<file path="src/rtl/int_ctrl_pkg.sv">
package int_ctrl_pkg;
  typedef enum logic [1:0] {
    IM_OPC   = 2'd0,
    IM_FIXED = 2'd1,
    IM_VECT  = 2'd2
  } im_e;

  typedef enum logic [2:0] {
    ACC_NONE = 3'd0,
    ACC_NMI  = 3'd1,
    ACC_IM0  = 3'd2,
    ACC_IM1  = 3'd3,
    ACC_IM2  = 3'd4
  } acc_e;

  // y[1:0]: 0x -> opcode injection, 10 -> fixed restart, 11 -> vectored
  function automatic im_e decode_mode(input logic [2:0] y);
    case (y[1:0])
      2'b10:   return IM_FIXED;
      2'b11:   return IM_VECT;
      default: return IM_OPC;
    endcase
  endfunction
endpackage

</file>
<file path="src/rtl/int_nmi_edge.sv">
module int_nmi_edge (
  input  logic clk_i,
  input  logic rst_ni,
  input  logic nmi_i,
  output logic rise_o
);
  logic nmi_q;

  always_ff @(posedge clk_i or negedge rst_ni) begin
    if (!rst_ni) nmi_q <= 1'b0;
    else         nmi_q <= nmi_i;
  end

  assign rise_o = nmi_i & ~nmi_q;
endmodule

</file>
<file path="src/rtl/int_arbiter.sv">
module int_arbiter
  import int_ctrl_pkg::*;
(
  input  logic nmi_rise_i,
  input  logic irq_i,
  input  logic iff1_i,
  input  im_e  mode_i,
  output acc_e kind_o
);
  always_comb begin
    kind_o = ACC_NONE;
    if (nmi_rise_i) begin
      kind_o = ACC_NMI;
    end else if (irq_i && iff1_i) begin
      case (mode_i)
        IM_FIXED: kind_o = ACC_IM1;
        IM_VECT:  kind_o = ACC_IM2;
        default:  kind_o = ACC_IM0;
      endcase
    end
  end
endmodule

</file>
<file path="src/rtl/int_state_regs.sv">
module int_state_regs
  import int_ctrl_pkg::*;
#(
  parameter int unsigned          DATA_W  = 8,
  parameter logic [DATA_W-1:0]    VEC_RST = '1
) (
  input  logic              clk_i,
  input  logic              rst_ni,
  input  acc_e              kind_i,
  input  logic              ei_i,
  input  logic              di_i,
  input  logic              retn_i,
  input  logic              mode_set_i,
  input  logic [2:0]        mode_y_i,
  input  logic              vec_wr_i,
  input  logic [DATA_W-1:0] vec_data_i,
  output logic              iff1_o,
  output logic              iff2_o,
  output im_e               mode_o,
  output logic [DATA_W-1:0] vec_o
);
  always_ff @(posedge clk_i or negedge rst_ni) begin
    if (!rst_ni) begin
      iff1_o <= 1'b0;
      iff2_o <= 1'b0;
    end else if (kind_i == ACC_NMI) begin
      iff1_o <= 1'b0;
    end else if (kind_i != ACC_NONE) begin
      iff1_o <= 1'b0;
      iff2_o <= 1'b0;
    end else if (di_i) begin
      iff1_o <= 1'b0;
      iff2_o <= 1'b0;
    end else if (ei_i) begin
      iff1_o <= 1'b1;
      iff2_o <= 1'b1;
    end else if (retn_i) begin
      iff1_o <= iff2_o;
    end
  end

  always_ff @(posedge clk_i or negedge rst_ni) begin
    if (!rst_ni)         mode_o <= IM_OPC;
    else if (mode_set_i) mode_o <= decode_mode(mode_y_i);
  end

  always_ff @(posedge clk_i or negedge rst_ni) begin
    if (!rst_ni)       vec_o <= VEC_RST;
    else if (vec_wr_i) vec_o <= vec_data_i;
  end
endmodule

</file>
<file path="src/rtl/int_ctrl_unit.sv">
module int_ctrl_unit
  import int_ctrl_pkg::*;
#(
  parameter int unsigned           DATA_W       = 8,
  parameter int unsigned           CYC_W        = 5,
  parameter logic [2*DATA_W-1:0]   NMI_TARGET   = 'h0066,
  parameter logic [2*DATA_W-1:0]   FIXED_TARGET = 'h0038,
  parameter int unsigned           NMI_CYCLES   = 13,
  parameter int unsigned           FIXED_CYCLES = 13,
  parameter int unsigned           VECT_CYCLES  = 19,
  parameter logic [DATA_W-1:0]     VEC_RST      = '1
) (
  input  logic                  clk_i,
  input  logic                  rst_ni,
  input  logic                  irq_req_i,
  input  logic                  nmi_req_i,
  input  logic [DATA_W-1:0]     data_i,
  input  logic                  ei_i,
  input  logic                  di_i,
  input  logic                  retn_i,
  input  logic                  mode_set_i,
  input  logic [2:0]            mode_y_i,
  input  logic                  vec_wr_i,
  input  logic [DATA_W-1:0]     vec_data_i,
  output logic                  take_o,
  output logic                  take_nmi_o,
  output logic                  push_pc_o,
  output logic                  exec_opcode_o,
  output logic [DATA_W-1:0]     opcode_o,
  output logic [2*DATA_W-1:0]   target_o,
  output logic [CYC_W-1:0]      cycles_o,
  output logic                  iff1_o,
  output logic                  iff2_o,
  output logic [1:0]            mode_o
);
  localparam int unsigned ADDR_W = 2 * DATA_W;
  localparam logic [CYC_W-1:0] NMI_CYC   = CYC_W'(NMI_CYCLES);
  localparam logic [CYC_W-1:0] FIXED_CYC = CYC_W'(FIXED_CYCLES);
  localparam logic [CYC_W-1:0] VECT_CYC  = CYC_W'(VECT_CYCLES);

  logic              nmi_rise;
  acc_e              kind;
  im_e               mode_q;
  logic [DATA_W-1:0] vec_q;

  int_nmi_edge u_edge (
    .clk_i  (clk_i),
    .rst_ni (rst_ni),
    .nmi_i  (nmi_req_i),
    .rise_o (nmi_rise)
  );

  int_arbiter u_arb (
    .nmi_rise_i (nmi_rise),
    .irq_i      (irq_req_i),
    .iff1_i     (iff1_o),
    .mode_i     (mode_q),
    .kind_o     (kind)
  );

  int_state_regs #(
    .DATA_W  (DATA_W),
    .VEC_RST (VEC_RST)
  ) u_state (
    .clk_i      (clk_i),
    .rst_ni     (rst_ni),
    .kind_i     (kind),
    .ei_i       (ei_i),
    .di_i       (di_i),
    .retn_i     (retn_i),
    .mode_set_i (mode_set_i),
    .mode_y_i   (mode_y_i),
    .vec_wr_i   (vec_wr_i),
    .vec_data_i (vec_data_i),
    .iff1_o     (iff1_o),
    .iff2_o     (iff2_o),
    .mode_o     (mode_q),
    .vec_o      (vec_q)
  );

  assign mode_o = mode_q;

  // registered one-cycle response
  always_ff @(posedge clk_i or negedge rst_ni) begin
    if (!rst_ni) begin
      take_o        <= 1'b0;
      take_nmi_o    <= 1'b0;
      push_pc_o     <= 1'b0;
      exec_opcode_o <= 1'b0;
      opcode_o      <= '0;
      target_o      <= '0;
      cycles_o      <= '0;
    end else begin
      take_o        <= (kind != ACC_NONE);
      take_nmi_o    <= (kind == ACC_NMI);
      push_pc_o     <= (kind == ACC_NMI) || (kind == ACC_IM1) || (kind == ACC_IM2);
      exec_opcode_o <= (kind == ACC_IM0);
      opcode_o      <= (kind == ACC_IM0) ? data_i : '0;
      case (kind)
        ACC_NMI: begin target_o <= NMI_TARGET;      cycles_o <= NMI_CYC;   end
        ACC_IM1: begin target_o <= FIXED_TARGET;    cycles_o <= FIXED_CYC; end
        ACC_IM2: begin target_o <= {vec_q, data_i}; cycles_o <= VECT_CYC;  end
        default: begin target_o <= '0;              cycles_o <= '0;        end
      endcase
    end
  end

  logic unused_addr_w;
  assign unused_addr_w = (ADDR_W == 0);
endmodule

</file>
<file path="config.mk">
export PLATFORM = sky130hd
export DESIGN_NAME = int_ctrl_unit
export DESIGN_NICKNAME = d
export VERILOG_FILES = /design/src/rtl/int_ctrl_pkg.sv /design/src/rtl/int_nmi_edge.sv /design/src/rtl/int_arbiter.sv /design/src/rtl/int_state_regs.sv /design/src/rtl/int_ctrl_unit.sv
export SDC_FILE = /design/constraint.sdc
export NUM_CORES = 1
export LEC_CHECK = 0
export ABC_AREA = 1
export BUFFER_PORTS_ARGS = -buffer_cell sky130_fd_sc_hd__buf_2
export CORE_MARGIN = 3
export CORE_UTILIZATION = 50
export DETAILED_ROUTE_END_ITERATION = 8
export PLACE_DENSITY = 0.82
export SLEW_MARGIN = 20
export SYNTH_ARGS = -nofsm -noshare
export SYNTH_HDL_FRONTEND = slang
export SYNTH_SLANG_ARGS = --single-unit
</file>
<file path="constraint.sdc">
create_clock -name clk_i -period 2.6 [get_ports clk_i]
set_input_delay 0.13 -clock clk_i [delete_from_list [all_inputs] [get_ports clk_i]]
set_output_delay 0.13 -clock clk_i [all_outputs]
set_load 0.02 [all_outputs]
</file>
# --- After elaboration in Yosys (flattened, before gate mapping) ---
# Index checks and enable logic that the tools add are counted.
op_classes:
  n_eq_ne: 8
  mux: 15
  bitwise_logic: 3
  reduce_logical: 8
op_table:
  columns: ["cell", "n"]
  rows:
  - ["case mux 16 bit (3 select lines)", 1]
  - ["case mux 5 bit (2 select lines)", 1]
  - ["two-way mux 1 bit", 8]
  - ["two-way mux 8 bit", 1]
  - ["== test 2 bit, second input constant", 3]
  - ["== test 3 x 2 -> 1 bit, second input constant", 2]
  - ["two-way mux 3 bit", 2]
  - ["case mux 3 bit (2 select lines)", 1]
  - ["nonzero test 3 bit", 2]
  - ["nonzero test 5 bit", 1]
  - ["case mux 2 bit (2 select lines)", 1]
  - ["== test 3 x 1 -> 1 bit, second input constant", 1]
  - ["== test 3 bit, second input constant", 1]
  - ["== test 2 x 1 -> 1 bit, second input constant", 1]
  - ["logical OR 1 bit", 2]
  - ["NOT 1 bit", 2]
  - ["AND reduction 2 bit", 1]
  - ["OR reduction 2 bit", 1]
  - ["bitwise AND 1 bit", 1]
  - ["logical AND 1 bit", 1]
totals:
  register_bits: 46
  out_inout_bits: 37
  wordCells: 46
  input_bits: 28

# --- Depth between registers and ports, before layout ---
# Gate-level depths: netlist (run 1).
logic_depth:
  ltp_word: 7
  ltp_mapped: 6

# --- Modules after synthesis ---
# Synthesis (run 1) repeated with hierarchy kept, for this count alone.
hier_totals:
  hier_cells: 153
  area_unflattened_um2: 1704.1
by_module_without_submodules:
  columns: ["module", "area_per_inst_um2", "n_inst", "cells_each"]
  rows:
  - ["int_ctrl_unit", 1078.5, 1, 96]
  - ["int_state_regs", 534.3, 1, 42]
  - ["int_arbiter", 56.3, 1, 12]
  - ["int_nmi_edge", 35.0, 1, 3]

# --- Worst setup path after synthesis (run 1) ---
# OpenSTA, ideal clock, no wires.
synth_path:
  kind: "register to register"
  start: "register u_state.mode_o[1]"
  end: "register opcode_o[0]"
  n_path_buf: 0
  synth_period_minus_slack_ns: 1.096
  arrival_time_ns: 1.027
  path_stages_with_launch: 7
  setup_ns: 0.069
  path_slack_ns: 1.504
  t_required_ns: 2.531
  cell_sequence: "dfrtp_1 inv_1 nand2_1 inv_2 nor3_4 inv_4 nor2_2"
synth_between:
  elab_chain_cells: 6
  elab_cells_between_ends: 7
synth_rtl:
  columns: ["element", "line", "text"]
  rows:
  - ["start, declared", "int_state_regs.sv:19", "output im_e mode_o,"]
  - ["start signal, assigned", "int_state_regs.sv:44", "else if (mode_set_i) mode_o <= decode_mode(mode_y_i);"]
  - ["== test 2 bit or == test 2 x 1 -> 1 bit (tied branches)", "int_arbiter.sv:15", "case (mode_i)"]
  - ["case mux 3 bit (2 select lines) (*)", "int_arbiter.sv:15", null]
  - ["two-way mux 3 bit (*)", "int_arbiter.sv:14", "end else if (irq_i && iff1_i) begin"]
  - ["two-way mux 3 bit (*)", "int_arbiter.sv:12", "if (nmi_rise_i) begin"]
  - ["== test 3 x 2 -> 1 bit (*)", "int_ctrl_unit.sv:98", "opcode_o <= (kind == ACC_IM0) ? data_i : '0;"]
  - ["two-way mux 8 bit (*)", "int_ctrl_unit.sv:98", null]
  - ["end signal, assigned", "int_ctrl_unit.sv:98", null]
  - ["end, declared", "int_ctrl_unit.sv:29", "output logic [DATA_W-1:0] opcode_o,"]
# Every way passes the cells marked *; elsewhere a longest branch is shown, timed or not.
# A chain may end at the register's enable or synchronous reset.

# --- Final worst setup path (run 1) ---
layout_path:
  start: "register u_state.mode_o[0]"
  end: "register target_o[4]"
layout_between:
  elab_chain_cells: 6
  elab_cells_between_ends: 9
layout_rtl:
  columns: ["element", "line", "text"]
  rows:
  - ["== test 2 bit or == test 2 x 1 -> 1 bit (tied branches)", "int_arbiter.sv:15", null]
  - ["case mux 3 bit (2 select lines) (*)", "int_arbiter.sv:15", null]
  - ["two-way mux 3 bit (*)", "int_arbiter.sv:14", null]
  - ["two-way mux 3 bit (*)", "int_arbiter.sv:12", null]
  - ["== test 3 bit, or another cell as far along", "int_ctrl_unit.sv:99", "case (kind)"]
  - ["case mux 16 bit (3 select lines) (*)", "int_ctrl_unit.sv:99", null]
  - ["end signal, assigned", "int_ctrl_unit.sv:100", "ACC_NMI: begin target_o <= NMI_TARGET; cycles_o <= NMI_CYC; end"]
  - ["end signal, assigned", "int_ctrl_unit.sv:101", "ACC_IM1: begin target_o <= FIXED_TARGET; cycles_o <= FIXED_CYC; end"]
  - ["end signal, assigned", "int_ctrl_unit.sv:102", "ACC_IM2: begin target_o <= {vec_q, data_i}; cycles_o <= VECT_CYC; end"]
  - ["end, declared", "int_ctrl_unit.sv:30", "output logic [2*DATA_W-1:0] target_o,"]
# Marked as above.

==> impl_metrics.csv, run 1 <==
group,metric,value,unit
outcome,outcome,"finished, final reports clean",
setup_path,cp_num_cells,3,
sta,timing.final.ws_setup,1320,ps
setup_path,path_delay_family,"simple AND/OR/NAND/NOR gates",
clocking,cts_tree,"built",
sta,slew_violations,0,
synth,ys_ff_latch,43,
clocking,insertion_delay,340,ps
setup_path,r2r_setup_slack,1320,ps
setup_path,required,2860,ps
final_layout,num_antenna_cells,0,
floorplan,floorplan.initialDensity,0.552,
pwr,power_per_cell_area,623,nW/um2
detailed_routing,vias,1167,
synth,synth_top_area_share,0.543,
clocking,clockBufferDepth,2,
setup_path,critPathArrivalTime,1540,ps
clocking,cts_sinks,43,
grt,grt_pass1_wl,5.32,mm
detailed_routing,wl_per_cell,12.2,um
setup_path,crit_path_cell_trace,"nor2_1, nand3_2, o21ai_0",
final_layout,design_area,2100,um2
synth,synth_area_leaders,"dfrtp_1 54%, dfstp_2 13%, inv_1 5.6%",
sta,timing.fmax,784,MHz
synth,synth-async-reset-ratio,1.00,
grt,grt_start_max_net_pins,44,
clocking,post_cts_resized,0,
setup_path,crit_buf_inv,0,
sta,finalSetupViolCount,0,
synth,synth_edf_count,0,
detailed_routing,drtIter0Drc,31,
synth,ys_types,26,
detailed_routing,drc,0,
final_layout,drive_gt1_frac,0.472,
synth,yosys_warnings,0,
sta,tightest_slew,883,ps
setup_path,worstReg2RegStart,"u_state.mode_o[0]",
floorplan,core,2920,um2
final_layout,syn_to_final_growth,30.1,%
sta,rsz0062_at_grt,"false",
final_layout,fin_nets,245,
grt,grt.overflow.total,0,
detailed_routing,antenna_left,0,
setup_path,cp-endpoint,"target_o[4]",
synth,ys_seq_area_frac,0.673,
min_path,worstHoldPathType,"primary input to flop",
clocking,path_clk_slew,130,ps
clocking,cts-root-buf,"clkbuf_4",
sta,finClkSkew,11.6,ps
job,drv_cap,0,
setup_path,criticalPathCategory,"flop to flop",
placement,placed_cell_area,1940,um2
placement,gp_congestion,0.742,
setup_path,path_max_fanout,14,
pwr,p_leak,1.21,nW
floorplan,dieArea,3950,um2
placement,place_inst,245,
synth,synthCells,145,
synth,ys.flop_type,"dfrtp_1",
detailed_routing,viasPerCell,4.49,
clocking,postCtsSetupRepairBufs,0,
sta,fin_crit,1280,ps
sta,fin_crit_sh,0.491,
setup_path,rr_endpoint,"target_o[4]",
placement,port_buffers,63,
sta,fin_setup_tns,0,ps
synth,synth_top_area_cell,"dfrtp_1",
pwr,max-vdd-ir-drop,0.387,mV
detailed_routing,wl,3.16,mm
clocking,htree_levels,2,
synth,syn_avg_cell_area,11.1,um2
final_layout,stdcell_count,260,
sta,finalHoldViolCount,0,
placement,dp_slack,1370,ps
final_layout,n_fill_cell,228,
setup_path,crit_slowest_cell,"dfrtp_1",
final_layout,mostFrequentLayoutCells,"63 x buf_2, 35 x dfrtp_1, 24 x inv_1, 16 x o21ai_0, 14 x nand2_1",
floorplan,rows,19,
setup_path,cp-end-kind,"flop",
clocking,ctsHoldBuffers,7,
floorplan,io-pin-count,65,
detailed_routing,dr.pass1.iters,4,
pwr,report.power.total,1.31,mW
sta,slew_headroom,0.412,
synth,syn-cell-area,1610,um2
floorplan,die_x,62.8,um
clocking,cts_buffers,5,
final_layout,layout_commonest_cell,"buf_2",
grt,grt_usage,0.174,
grt,grt_pass1_vias,1234,
setup_path,cp-startpoint,"u_state.mode_o[0]",
floorplan,die_height,62.8,um
setup_path,worstRegToRegCells,3,
setup_path,slowest_delay,450,ps
grt,grt_antenna_before_repair,0,
placement,dp_hpwl,2.33,mm
synth,syn_nets,173,
setup_path,cp-start-kind,"flop",
cell usage after synthesis, types with 2 or more instances:
cell,number
nand3b_1,2
o21ai_2,2
buf_4,3
o21ai_0,16
nor2_1,11
nand2_1,14
inv_2,3
nand3_1,2
dfstp_2,8
dfrtp_1,35
nor2_2,11
inv_1,24
cells by family (layout without fill, tap and decap cells):
group                  after synthesis  after routing  share of synthesized area
and+or+nand+nor                     47             47                      0.158
DFF                                 43             43                      0.673
buffers and inverters               34            107                     0.0961
AOI/OAI and AO/OA                   21             21                     0.0729
per-layer routing:
| layer | up-vias | part of all wire | routed length [um] | track usage |
|---|---|---|---|---|
| li1 | 581 | - | - | - |
| met5 | - | 0 | 0 | 0 |
| met3 | 2 | 0.053 | 169 | 0.0594 |
| met4 | 0 | 0.0060 | 19 | 0.0551 |
| met2 | 36 | 0.54 | 1700 | 0.317 |
| met1 | 548 | 0.40 | 1270 | 0.188 |
flip-flops by register name, summed over array words and instances (netlist names):
name and cells:
target_o 16, opcode_o 8, u_state.vec_o 8, cycles_o 2
u_state.mode_o 2, exec_opcode_o 1, push_pc_o 1, take_nmi_o 1
take_o 1, u_edge.nmi_q 1, u_state.iff1_o 1, u_state.iff2_o 1
cell type report:
| cell class | instances | area (um2) | area share |
|---|---|---|---|
| inverters | 29 | 116 | 0.0554 |
| well taps | 42 | 52.6 | 0.0250 |
| flip-flops and latches | 43 | 1090 | 0.517 |
| clock buffers | 6 | 51.3 | 0.0244 |
| clock inverters | 2 | 35.0 | 0.0167 |
| multi-input cells | 68 | 373 | 0.178 |
| repair buffers | 70 | 385 | 0.184 |
worst min path at each step:
stage	startpoint	to	slack (ps)	cells after the start
floorplan	rst_ni	cycles_o[1]	-170	0
global placement	rst_ni	take_nmi_o	280	1
detailed placement	rst_ni	take_nmi_o	300	1
CTS	data_i[1]	opcode_o[1]	2	3
global route	vec_data_i[5]	u_state.vec_o[5]	10	3
finish	vec_data_i[6]	u_state.vec_o[6]	7	3
worst reg2reg max path, cell delays in order (launching register included):
cell     delay, ps
dfrtp_1        450
nor2_1         210
nand3_2        290
o21ai_0        240
metrics by stage:
step	hold WS [ps]	util
2_1_floorplan	-166	-
3_3_place_gp	282	0.665
3_5_place_dp	303	0.665
4_1_cts	1.59	0.718
5_1_grt	13.2	0.718
6_report	6.58	0.718
power by group:
part / leakage, nW / total [mW] / switching (mW) / internal (mW)
Clock: 0.0482 / 0.435 / 0.207 / 0.227
Sequential: 0.556 / 0.719 / 0.0122 / 0.706
Combinational: 0.601 / 0.154 / 0.100 / 0.0542
Power figures use the tool's default switching activity.
==> run 2, diff against run 1 <==
--- a/config.mk
+++ b/config.mk
@@ -8,9 +8,9 @@
 export ABC_AREA = 1
 export BUFFER_PORTS_ARGS = -buffer_cell sky130_fd_sc_hd__buf_2
 export CORE_MARGIN = 3
-export CORE_UTILIZATION = 50
+export CORE_UTILIZATION = 47
 export DETAILED_ROUTE_END_ITERATION = 8
-export PLACE_DENSITY = 0.82
+export PLACE_DENSITY = 0.78
 export SLEW_MARGIN = 20
 export SYNTH_ARGS = -nofsm -noshare
 export SYNTH_HDL_FRONTEND = slang
==> constraint.sdc (replaced) <==
create_clock -name clk_i -period 1.2 [get_ports clk_i]
set_input_delay 0.06 -clock clk_i [delete_from_list [all_inputs] [get_ports clk_i]]
set_output_delay 0.06 -clock clk_i [all_outputs]
set_load 0.02 [all_outputs]
==> run 2 against run 1 <==
Effect of this change: sequential power grew 120%; global-route usage is 0.29 points lower; power increased by 99%; via count grew 5.0%; register-to-register slack worse by 1200 ps; routed wire length fell by 0.63%; critical path type unchanged; critical endpoint is now target_o[11]; core utilization grew 0.30 points.
==> impl_metrics.csv, run 2 (synthesis results as in run 1) <==
group,metric,value,unit
pwr,max-vdd-ir-drop,0.633,mV
final_layout,drive_gt1_frac,0.447,
floorplan,rows,20,
grt,grt_usage,0.171,
floorplan,die_x,64.6,um
grt,grt_pass1_wl,5.29,mm
grt,grt_start_max_net_pins,44,
pwr,power_per_cell_area,1150,nW/um2
clocking,cts-root-buf,"clkbuf_4",
sta,finalSetupViolCount,0,
final_layout,largest_reg_flops,16,
setup_path,r2r_setup_slack,110,ps
pwr,p_leak,1.27,nW
detailed_routing,drc,0,
final_layout,num_antenna_cells,0,
setup_path,crit_slowest_cell,"dfrtp_1",
clocking,htree_levels,2,
final_layout,n_fill_cell,252,
outcome,outcome,"finished, final reports clean",
sta,tightest_slew,238,ps
clocking,insertion_delay,340,ps
sta,finClkSkew,5.65,ps
placement,port_buffers,63,
floorplan,floorplan.initialDensity,0.512,
detailed_routing,viasPerCell,4.36,
pwr,seqPwrFrac,0.598,
floorplan,dieArea,4170,um2
pwr,p_clk_frac,0.254,
min_path,worstHoldPathType,"primary input to flop",
floorplan,core,3150,um2
sta,slew_violations,0,
pwr,power.internal,1.92,mW
grt,grt.overflow.total,0,
clocking,clockBufferDepth,2,
detailed_routing,wl_per_cell,11.2,um
sta,hold_ws,14.8,ps
setup_path,worstRegToRegCells,4,
clocking,cts_tree,"built",
sta,rsz0062_at_grt,"false",
final_layout,layout_commonest_cell,"buf_2",
sta,fin_crit,1090,ps
pwr,p_sw,685,uW
final_layout,regMostFlops,"target_o",
detailed_routing,wl,3.14,mm
detailed_routing,dr.pass1.iters,4,
placement,dp_hpwl,2.15,mm
final_layout,syn_to_final_growth,40.9,%
setup_path,required,1470,ps
setup_path,critPathArrivalTime,1360,ps
placement,gp_congestion,0.775,
pwr,power_frac_comb,0.148,
sta,finalHoldViolCount,0,
detailed_routing,vias,1225,
detailed_routing,drtIter0Drc,63,
setup_path,cp-start-kind,"flop",
floorplan,die_height,64.6,um
final_layout,fin_nets,264,
final_layout,mostFrequentLayoutCells,"63 x buf_2, 35 x dfrtp_1, 24 x inv_1, 24 x dlygate4sd3_1, 16 x o21ai_0",
grt,grt_pass1_vias,1187,
final_layout,reg_top3,"target_o: 16 flops, opcode_o: 8 flops, u_state.vec_o: 8 flops",
sta,timing.fmax,914,MHz
setup_path,criticalPathCategory,"flop to flop",
sta,slew_headroom,0.842,
clocking,path_clk_slew,110,ps
grt,grt_antenna_before_repair,0,
setup_path,path_max_fanout,11,
pwr,swShare,0.263,
floorplan,io-pin-count,65,
clocking,cts_sinks,43,
setup_path,cp-end-kind,"flop",
sta,fin_setup_tns,0,ps
clocking,postCtsSetupRepairBufs,0,
job,drv_cap,0,
setup_path,slowest_delay,450,ps
detailed_routing,antenna_left,0,
min_path,whs_path_depth,4,
clocking,cts_buffers,5,
setup_path,crit_path_cell_trace,"nor2_2, nand3_2, buf_4, nor2_1",
sta,fin_crit_sh,0.911,
## run 2: cell count changes in the layout (fill, tap and decap cells not counted), sizes merged
cell	delta
buf	+2
clkinvlp	+1
bufinv	-1
dlygate4sd3	+17
## run 2: timing repair
| action | CTS | global route |
|---|---|---|
| hold endpoints to repair | 72 | 0 |
| resized for setup | 0 | 2 |
| endpoints found under the setup margin | 0 | 6 |
| hold buffers | 25 | 0 |
## run 2: path summary, 6_finish.rpt
kind,start,end
max,u_state.mode_o[0],target_o[11]
min,di_i,u_state.iff2_o
max reg2reg,u_state.mode_o[0],target_o[11]
min reg2reg,u_state.vec_o[2],u_state.vec_o[2]
max in group asynchronous,rst_ni,u_state.vec_o[4]
min in group asynchronous,rst_ni,cycles_o[1]
## run 2: per-layer routing
| metal | vias up | track usage | share of wire |
|---|---|---|---|
| met3 | 5 | 0.0433 | 0.053 |
| met2 | 38 | 0.290 | 0.52 |
| met5 | - | 0 | 0 |
| met1 | 564 | 0.207 | 0.41 |
| li1 | 618 | - | - |
| met4 | 0 | 0.0712 | 0.018 |
## run 2: area by class of cell
| class | count | area [um2] | area share |
|---|---|---|---|
| Tap cell | 44 | 55.1 | 0.0242 |
| Timing Repair Buffer | 89 | 583 | 0.256 |
| Sequential cell | 43 | 1090 | 0.478 |
| Clock inverter | 2 | 12.5 | 0.00550 |
| Multi-Input combinational cell | 68 | 379 | 0.167 |
| Clock buffer | 6 | 41.3 | 0.0182 |
| Inverter | 29 | 116 | 0.0512 |
## run 2: per-stage QoR
stage	power, mW	util	setup slack (ps)	instances	instance area, um2
3_3_place_gp	1.90	0.626	105	249	1970
6_report	2.60	0.721	106	281	2270
2_1_floorplan	1.76	-	104	145	1610
3_5_place_dp	1.91	0.626	83.8	249	1970
4_1_cts	2.63	0.722	30.8	282	2280
5_1_grt	2.75	0.721	20.3	281	2270
## run 2: critical path, delay by kind of cell, from the launching register on
family	cells	cell delay [ps]
simple gates	3	380
flops	1	450
buf+inv	1	190
## run 2: power by group through the flow
stage                     combinational [mW]  sequential, mW  clock, mW
after global routing                   0.431            1.57      0.753
after global placement                 0.319            1.58          0
after CTS                              0.388            1.56      0.682
after floorplan                        0.129            1.63          0
final                                  0.385            1.56      0.661
after detailed placement               0.326            1.59          0
